### src/rtl/pwrkey_pkg.sv
package pwrkey_pkg;

    typedef enum logic [2:0] {
        ST_RUN  = 3'd0,
        ST_SL1  = 3'd1,
        ST_SL2  = 3'd2,
        ST_SL3  = 3'd3,
        ST_SL4  = 3'd4,
        ST_SOFF = 3'd5,
        ST_RSVD = 3'd6,
        ST_NOPWR = 3'd7
    } sys_state_e;

    typedef struct packed {
        logic smi;
        logic sci;
        logic wake;
    } key_evt_t;

    function automatic logic state_is_run(input logic [2:0] s);
        return s == ST_RUN;
    endfunction

    function automatic logic state_is_sleep(input logic [2:0] s);
        return (s >= ST_SL1) && (s <= ST_SOFF);
    endfunction

endpackage

### src/rtl/pwrkey_debounce.sv
module pwrkey_debounce #(
    parameter int DEB_TICKS   = 16,
    parameter int SYNC_STAGES = 2
) (
    input  logic clk,
    input  logic rst,
    input  logic tick,
    input  logic raw_n,
    output logic level
);
    localparam int CW = $clog2(DEB_TICKS + 1);

    logic [SYNC_STAGES-1:0] sync_q;
    logic [CW-1:0]          cnt_q;
    logic                   pressed_s;

    generate
        if (SYNC_STAGES == 1) begin : g_one
            always_ff @(posedge clk) begin
                if (rst) sync_q <= '1;
                else     sync_q <= raw_n;
            end
        end else begin : g_many
            always_ff @(posedge clk) begin
                if (rst) sync_q <= '1;
                else     sync_q <= {sync_q[SYNC_STAGES-2:0], raw_n};
            end
        end
    endgenerate

    assign pressed_s = ~sync_q[SYNC_STAGES-1];

    always_ff @(posedge clk) begin
        if (rst) begin
            level <= 1'b0;
            cnt_q <= '0;
        end else if (pressed_s == level) begin
            cnt_q <= '0;
        end else if (tick) begin
            if (cnt_q == CW'(DEB_TICKS - 1)) begin
                level <= pressed_s;
                cnt_q <= '0;
            end else begin
                cnt_q <= cnt_q + 1'b1;
            end
        end
    end
endmodule

### src/rtl/pwrkey_hold_timer.sv
module pwrkey_hold_timer #(
    parameter int HOLD_TICKS = 4000
) (
    input  logic clk,
    input  logic rst,
    input  logic tick,
    input  logic level,
    input  logic running,
    output logic fire
);
    localparam int HW = $clog2(HOLD_TICKS + 1);

    logic [HW-1:0] cnt_q;
    logic          done_q;

    always_ff @(posedge clk) begin
        if (rst) begin
            cnt_q  <= '0;
            done_q <= 1'b0;
            fire   <= 1'b0;
        end else if (!level || !running) begin
            cnt_q  <= '0;
            done_q <= 1'b0;
            fire   <= 1'b0;
        end else if (tick && !done_q) begin
            if (cnt_q == HW'(HOLD_TICKS - 1)) begin
                done_q <= 1'b1;
                fire   <= 1'b1;
            end else begin
                cnt_q <= cnt_q + 1'b1;
                fire  <= 1'b0;
            end
        end else begin
            fire <= 1'b0;
        end
    end
endmodule

### src/rtl/pwrkey_evt_route.sv
module pwrkey_evt_route
    import pwrkey_pkg::*;
(
    input  logic       clk,
    input  logic       rst,
    input  logic       level,
    input  logic [2:0] sys_state,
    input  logic       sci_sel,
    output key_evt_t   evt
);
    logic     level_d;
    logic     press_edge;
    key_evt_t evt_n;

    assign press_edge = level & ~level_d;

    always_comb begin
        evt_n      = '0;
        evt_n.smi  = press_edge & state_is_run(sys_state) & ~sci_sel;
        evt_n.sci  = press_edge & state_is_run(sys_state) & sci_sel;
        evt_n.wake = press_edge & state_is_sleep(sys_state);
    end

    always_ff @(posedge clk) begin
        if (rst) begin
            level_d <= 1'b0;
            evt     <= '0;
        end else begin
            level_d <= level;
            evt     <= evt_n;
        end
    end
endmodule

### src/rtl/pwrkey_ctrl.sv
module pwrkey_ctrl
    import pwrkey_pkg::*;
#(
    parameter int DEB_TICKS   = 16,
    parameter int HOLD_TICKS  = 4000,
    parameter int SYNC_STAGES = 2
) (
    input  logic       clk,
    input  logic       rst,
    input  logic       tick,
    input  logic       btn_n,
    input  logic [2:0] sys_state,
    input  logic       sci_sel,
    output logic       smi_pulse,
    output logic       sci_pulse,
    output logic       wake_pulse,
    output logic       force_off_pulse,
    output logic       btn_lvl
);
    logic     level;
    key_evt_t evt;

    pwrkey_debounce #(
        .DEB_TICKS  (DEB_TICKS),
        .SYNC_STAGES(SYNC_STAGES)
    ) u_deb (
        .clk  (clk),
        .rst  (rst),
        .tick (tick),
        .raw_n(btn_n),
        .level(level)
    );

    pwrkey_evt_route u_route (
        .clk      (clk),
        .rst      (rst),
        .level    (level),
        .sys_state(sys_state),
        .sci_sel  (sci_sel),
        .evt      (evt)
    );

    pwrkey_hold_timer #(
        .HOLD_TICKS(HOLD_TICKS)
    ) u_hold (
        .clk    (clk),
        .rst    (rst),
        .tick   (tick),
        .level  (level),
        .running(state_is_run(sys_state)),
        .fire   (force_off_pulse)
    );

    assign smi_pulse  = evt.smi;
    assign sci_pulse  = evt.sci;
    assign wake_pulse = evt.wake;
    assign btn_lvl    = level;
endmodule

### config.mk
export PLATFORM = sky130hd
export DESIGN_NAME = pwrkey_ctrl
export DESIGN_NICKNAME = d
export VERILOG_FILES = /design/src/rtl/pwrkey_pkg.sv /design/src/rtl/pwrkey_debounce.sv /design/src/rtl/pwrkey_hold_timer.sv /design/src/rtl/pwrkey_evt_route.sv /design/src/rtl/pwrkey_ctrl.sv
export SDC_FILE = /design/constraint.sdc
export NUM_CORES = 1
export LEC_CHECK = 0
export ABC_AREA = 1
export CORE_ASPECT_RATIO = 0.6
export CORE_MARGIN = 5
export CORE_UTILIZATION = 26
export CTS_BUF_LIST = sky130_fd_sc_hd__clkbuf_16
export DETAILED_ROUTE_END_ITERATION = 8
export PLACE_DENSITY = 0.43
export SKIP_CTS_REPAIR_TIMING = 1
export SLEW_MARGIN = 20
export SYNTH_ARGS = -nofsm -noshare
export SYNTH_HDL_FRONTEND = slang
export SYNTH_HIERARCHICAL = 1
export SYNTH_SLANG_ARGS = --single-unit
### constraint.sdc
create_clock -name clk -period 1.5 [get_ports clk]
set_clock_uncertainty 0.05 [all_clocks]
set_input_delay 0.15 -clock clk [delete_from_list [all_inputs] [get_ports clk]]
set_output_delay 0.15 -clock clk [all_outputs]
set_load 0.01 [all_outputs]
==> summary.md, run 1 <==
| Metric | Value |
|---|---|
| Outcome | finished clean |
| Initial antenna violation count | 0 |
| DP Wirelength | 2260 um |
| Comb pwr share | 4.9% |
| CTS tree | yes |
| Crit-path max FO | 6 |
| Clk slew on worst S/H paths | 0.07 ns |
| Sequential share of the synthesized area | 40.0% |
| Die width | 101 um |
| Final period utilization | 94.6% |
| Arrival time at the worst endpoint | 1.22 ns |
| Register area | 524 um^2 |
| Mapped Nets | 199 |
| Pre-CTS setup slack | -0.0356 ns |
| Fin cells | 286 |
| Sw Ratio | 18.4% |
| Syn Area/Cell | 6.89 um^2 |
| Clk buf depth | 2 |
| Maxcap violations | 0 |
| Sw power | 0.000285 W |
| Core Area | 4710 um^2 |
| Synth cell types | 24 |
| Finish-stage setup viols | 0 |
| Global-route wire length before repair | 5020 um |
| Critical Path Start Type | flop |
| Critical path's top delay family | buffers and inverters |
| Multi-input logic area | 683 um^2 |
| Crit path cell chain | clkdlybuf4s50_1 |
| Die Footprint | 6570 um^2 |
| Placed insts | 282 |
| GRT Total Usage | 9.76% |
| Final net count | 234 |
| H-tree depth | 1 |
| TritonRoute pass-1 iters | 4 |
| Mapped Cells | 189 |
| Final Hold Viols | 0 |
| Layout Utilization | 37.9% |
| Tightest Pin Transition | 0.213 ns |
| CTS root buf | clkbuf_16 |
| Worst path max stage delay | 0.56 ns |
| RSZ-0062 raised after global routing | yes |
| Die H | 64.8 um |
| Post-Syn Area | 1300 um^2 |
| Clk_lat worst skew | 0.26 ns |
| Cts bufs inserted | 3 |
| Max_slew headroom | 85.7% |
| Port Buffers | 12 |
| Rows | 19 |
| Hold WC Path Type | reg2reg |
| Ys Warns | 6 |
| CTS Sinks | 26 |
| Final worst path period need | 1.42 ns |
| Fmax | 705 MHz |
| Area grow syn2layout | 36.8% |
| DRT antenna net count | 0 |
| Vias | 1,162 |
| DR iter-0 viols | 36 |
| Leak | 0.717 nW |
| Internal | 0.00126 W |
| Routed WL per cell | 10.3 um |
| Vias per cell | 4.06 |
| PwrDens | 868 nW/um^2 |
| Layout cell share with drive strength beyond 1 | 19.3% |
| DRC violations left | 0 |
| Crit. End Element | output port |
| Final WS setup | 0.0815 ns |
| Setup TNS | 0 ns |
| Clock power frac | 50.2% |
| CP Class | reg2out |
| Slowest CP cell | clkdlybuf4s50_1 |
| Fin. max-slew vios | 0 |
| Pin count of the biggest net entering global routing | 16 |
| GPL Wtd Cong | 0.826 |
| Worst Path Buf+Inv | 1 |
| Data required time at the worst endpoint | 1.30 ns |
| WL final | 2930 um |
| Fillcell total | 491 |
| R2R Setup Slk | 0.09 ns |
| Vias in the first global route | 1,069 |
| Diodes inserted | 0 |
| I/O Pins | 13 |
| Flop pwr share | 44.9% |
| Peak supply drop | 0.334 mV |
| Global route overflow | 0 |
| #FFs+latches synth | 26 |
| Initial Utilization | 27.7% |
## state kept, by name, summed over array words and instances, names as in the netlist
signal / count
u_route/level_d: 1
u_hold/cnt_q: 12
u_route/evt: 3
u_hold/done_q: 1
u_deb/cnt_q: 5
u_hold/fire: 1
u_deb/level: 1
u_deb/sync_q: 2
## cells by family (layout without fill, tap and decap cells)
group	Yosys count	after routing	synth area share, %
buffers and inverters	34	68	9.80
adder cells (fa/ha/maj)	2	2	1.92
AND/OR/NAND/NOR	107	107	37.8
XOR/XNOR	6	6	4.03
AO/OA/AOI/OAI	13	13	5.67
multiplexers	1	1	0.769
flip-flops	26	26	40.0
## cells in the mapped netlist
library cell	instances	area (um^2)
nor2_2	5	31.3
nor2_4	2	22.5
a21oi_2	1	8.76
inv_1	30	113
nand3_2	1	10.0
inv_2	3	11.3
nand4_1	5	31.3
nand3_1	8	40.0
or2_1	2	12.5
nand3_4	1	17.5
o21ai_0	2	10.0
nor3_1	3	15.0
xnor2_1	1	8.76
nand2_2	2	12.5
a21oi_1	8	40.0
o21bai_1	2	15.0
nor2_1	24	90.1
clkinv_1	1	3.75
dfxtp_1	26	521
nand2_4	1	11.3
nand2_1	53	199
xor2_1	5	43.8
mux2i_1	1	10.0
ha_1	2	25.0
## metal layers
metal / track usage [%] / routed length [um]
met2: 12.6 / 1050
met4: 2.49 / 0
met5: 0 / 0
met3: 2.89 / 134
met1: 15.3 / 1750
## final timing paths
check,end,depth (start not counted),from
setup / recovery,btn_lvl,1,u_deb/level$_SDFFE_PP0P_
hold / removal,u_deb/sync_q[1]$_SDFF_PP1_,1,u_deb/sync_q[0]$_SDFF_PP1_
setup reg to reg,u_hold/cnt_q[0]$_SDFFE_PP0P_,8,u_hold/cnt_q[0]$_SDFFE_PP0P_
hold reg to reg,u_deb/sync_q[1]$_SDFF_PP1_,1,u_deb/sync_q[0]$_SDFF_PP1_
## metrics by stage
| step | instance area (um^2) | hold slack [ns] | power [W] |
|---|---|---|---|
| after floorplan | 1300 | 0.172 | 0.000739 |
| after global placement | 1640 | 0.338 | 0.000784 |
| after detailed placement | 1640 | 0.343 | 0.000784 |
| after CTS | 1740 | 0.355 | 0.00157 |
| after global routing | 1780 | 0.358 | 0.00161 |
| final | 1780 | 0.349 | 0.00155 |
## cell usage in the layout (no fill, tap or decap)
| master | n |
|---|---|
| nand2_1 | 53 |
| inv_2 | 3 |
| nand4_1 | 5 |
| dfxtp_1 | 23 |
| or2_1 | 2 |
| o21ai_0 | 2 |
| dfxtp_2 | 3 |
| clkinv_1 | 1 |
| nand3_1 | 8 |
| nand3_4 | 1 |
| xor2_1 | 5 |
| a21oi_1 | 8 |
| clkbuf_16 | 3 |
| nor2_2 | 5 |
| nand3_2 | 1 |
| ha_4 | 1 |
| nand2_8 | 1 |
| xnor2_1 | 1 |
| clkdlybuf4s50_1 | 12 |
| inv_1 | 30 |
| bufinv_16 | 1 |
| nor3_1 | 3 |
| ha_1 | 1 |
| nor2_1 | 23 |
| mux2i_1 | 1 |
| o21bai_1 | 2 |
| buf_6 | 2 |
| buf_4 | 16 |
| a21oi_2 | 1 |
| nand2_2 | 2 |
| nor2_4 | 3 |
## layout make-up
cell class / count / share of cell area, %
multi-input combinational: 129 / 38.3
sequential: 26 / 29.4
timing repair buffer: 30 / 14.7
inverter: 34 / 7.16
tap: 63 / 4.42
clock buffer: 3 / 4.21
clock inverter: 1 / 1.69
## power groups by stage
stage               logic [W]  clock network [W]  registers (W)
floorplan           0.0000290                  0       0.000710
CTS                 0.0000743           0.000801       0.000694
global route        0.0000845           0.000834       0.000694
global placement    0.0000733                  0       0.000710
detailed placement  0.0000737                  0       0.000710
finish              0.0000753           0.000777       0.000694
(Power assumes the default switching activity.)
==> run 2, diff against run 1 <==
Settings changed: ABC_CLOCK_PERIOD_IN_PS from default to 1500, CAP_MARGIN from default to 0, SLEW_MARGIN 20 to 0.
==> results of run 2 <==
Same layout as run 1: the final DEF is identical, and so are final timing and power.
==> run 3, diff against run 2 <==
Settings changed: CAP_MARGIN 0 to 5, MAX_ROUTING_LAYER from default to met4.
==> run 3 against run 2 <==
Utilization did not move. Critical endpoint unchanged. Largest cell class unchanged. Sequential share of layout area is the same. Design area unchanged. Fmax about the same.
==> summary.md, run 3 (synthesis results as in run 1) <==
| Metric | Value |
|---|---|
| Tightest Pin Transition | 0.213 ns (unchanged) |
| Routed WL per cell | 10.3 um (about the same) |
| Layout Utilization | 37.9% (unchanged) |
| CTS root buf | clkbuf_16 (unchanged) |
| Crit. End Element | output port (unchanged) |
| Vias in the first global route | 1,064 (was 1,069) |
| Setup TNS | 0 ns (unchanged) |
| TritonRoute pass-1 iters | 4 (unchanged) |
| Arrival time at the worst endpoint | 1.22 ns (about the same) |
| DRC violations left | 0 (unchanged) |
| Critical path's top delay family | buffers and inverters (unchanged) |
| Die Footprint | 6570 um^2 (unchanged) |
| Fin. max-slew vios | 0 (unchanged) |
| Sw Ratio | 18.4% (about the same) |
| Fmax | 705 MHz (about the same) |
| H-tree depth | 1 (unchanged) |
| Clk slew on worst S/H paths | 0.07 ns (about the same) |
| Top flop regs | u_hold/cnt_q (12), u_deb/cnt_q (5), u_route/evt (3) (unchanged) |
| Worst reg-to-reg path cell count | 8 (unchanged) |
| DR top layer | met4 (was met3) |
| Final Hold Viols | 0 (unchanged) |
| Data required time at the worst endpoint | 1.30 ns (about the same) |
| Top reg by flops | u_hold/cnt_q (unchanged) |
| Register area | 524 um^2 (unchanged) |
| Sw power | 0.000285 W (about the same) |
| Fillcell total | 491 (unchanged) |
| Vias per cell | 4.04 (was 4.06) |
| Commonest non-fill, non-tap cell in the layout | nand2_1 (unchanged) |
| Worst path max stage delay | 0.56 ns (about the same) |
| Hold depth | 1 (unchanged) |
| Min Hold Slack | 0.349 ns (about the same) |
| Flop pwr share | 44.9% (about the same) |
| Clk buf depth | 2 (unchanged) |
| GPL Wtd Cong | 0.838 (was 0.826) |
| Max_slew headroom | 85.7% (unchanged) |
| Largest register FFs | 12 (unchanged) |
| Clock power frac | 50.2% (about the same) |
| Die H | 64.8 um (unchanged) |
| Initial Utilization | 27.7% (unchanged) |
| Diodes inserted | 0 (unchanged) |
| Final net count | 234 (unchanged) |
| Critical Path Start Type | flop (unchanged) |
| Internal | 0.00126 W (about the same) |
| Worst Path Buf+Inv | 1 (unchanged) |
| Rows | 19 (unchanged) |
| I/O Pins | 13 (unchanged) |
| Slowest CP cell | clkdlybuf4s50_1 (unchanged) |
| Clk_lat worst skew | 0.26 ns (about the same) |
| GRT Total Usage | 10.1% (was 9.76%) |
| Hold WC Path Type | reg2reg (unchanged) |
| CTS tree | yes (unchanged) |
| Outcome | finished clean (unchanged) |
| Vias | 1,155 (was 1,162) |
| Final worst path period need | 1.42 ns (about the same) |
| Wire length on met2 | 1020 um (was 1050 um) |
| CTS Sinks | 26 (unchanged) |
| Area grow syn2layout | 36.8% (unchanged) |
| RSZ-0062 raised after global routing | yes (unchanged) |
| Post-route met1 wirelength | 1790 um (was 1750 um) |
| Cts bufs inserted | 3 (unchanged) |
| Comb pwr share | 4.9% (about the same) |
| Wire length on met3 | 102 um (was 134 um) |
| Multi-input logic area | 683 um^2 (unchanged) |
| Leak | 0.717 nW (unchanged) |
| DP Wirelength | 2260 um (unchanged) |
| Port Buffers | 12 (unchanged) |
| Maxcap violations | 0 (unchanged) |
| Crit-path max FO | 6 (unchanged) |
| DRT antenna net count | 0 (unchanged) |
| Core Area | 4710 um^2 (unchanged) |
| Die width | 101 um (unchanged) |
| Final period utilization | 94.5% (was 94.6%) |
| CP Class | reg2out (unchanged) |
| Pin count of the biggest net entering global routing | 16 (unchanged) |
| Layout cell share with drive strength beyond 1 | 19.3% (unchanged) |
| PwrDens | 868 nW/um^2 (about the same) |
| Peak supply drop | 0.334 mV (about the same) |
| DR iter-0 viols | 36 (unchanged) |
| Finish-stage setup viols | 0 (unchanged) |
| CP Depth | 1 (unchanged) |
| Global-route wire length before repair | 5030 um (was 5020 um) |
| Crit path cell chain | clkdlybuf4s50_1 (unchanged) |
| WL final | 2940 um (was 2930 um) |
| Most frequent cells in the layout | 53 x nand2_1, 30 x inv_1, 23 x nor2_1, 23 x dfxtp_1, 16 x buf_4 (unchanged) |
| Global route overflow | 0 (unchanged) |
| Initial antenna violation count | 0 (unchanged) |
run 3: cell counts in the layout (fill, tap and decap cells not counted):
No cell type changed its count.
run 3: metal layers:
metal | GRT usage, % | up-vias
met4 | 2.49 | 0
met2 | 12.6 | 18
li1 | - | 648
met5 | - | -
met3 | 2.68 | 2
met1 | 15.4 | 487
run 3: power groups by stage:
stage          logic [W]  registers [W]  clock network, W
4_1_cts        0.0000743       0.000694          0.000801
3_5_place_dp   0.0000737       0.000710                 0
3_3_place_gp   0.0000733       0.000710                 0
6_report       0.0000754       0.000694          0.000777
5_1_grt        0.0000845       0.000694          0.000834
2_1_floorplan  0.0000290       0.000710                 0
run 3: cell type report:
cell class | instances | share of cell area, %
sequential | 26 | 29.4
multi-input combinational | 129 | 38.3
clock inverter | 1 | 1.69
clock buffer | 3 | 4.21
inverter | 34 | 7.16
timing repair buffer | 30 | 14.7
tap | 63 | 4.42
run 3: path summary, 6_finish.rpt:
kind,from,endpoint,slack [ns]
worst max-delay path,u_deb/level$_SDFFE_PP0P_,btn_lvl,0.08
worst max register to register,u_hold/cnt_q[0]$_SDFFE_PP0P_,u_hold/cnt_q[0]$_SDFFE_PP0P_,0.09
worst min-delay path,u_deb/sync_q[0]$_SDFF_PP1_,u_deb/sync_q[1]$_SDFF_PP1_,0.35
worst min register to register,u_deb/sync_q[0]$_SDFF_PP1_,u_deb/sync_q[1]$_SDFF_PP1_,0.35
run 3: through the flow:
stage          power (W)  std cells  worst slack (ns)  area, um^2
2_1_floorplan   0.000739        189             0.154        1300
3_5_place_dp    0.000784        282           -0.0356        1640
6_report         0.00155        286            0.0819        1780
3_3_place_gp    0.000784        282           -0.0299        1640
4_1_cts          0.00157        286           -0.0370        1740
5_1_grt          0.00161        286           -0.0234        1780
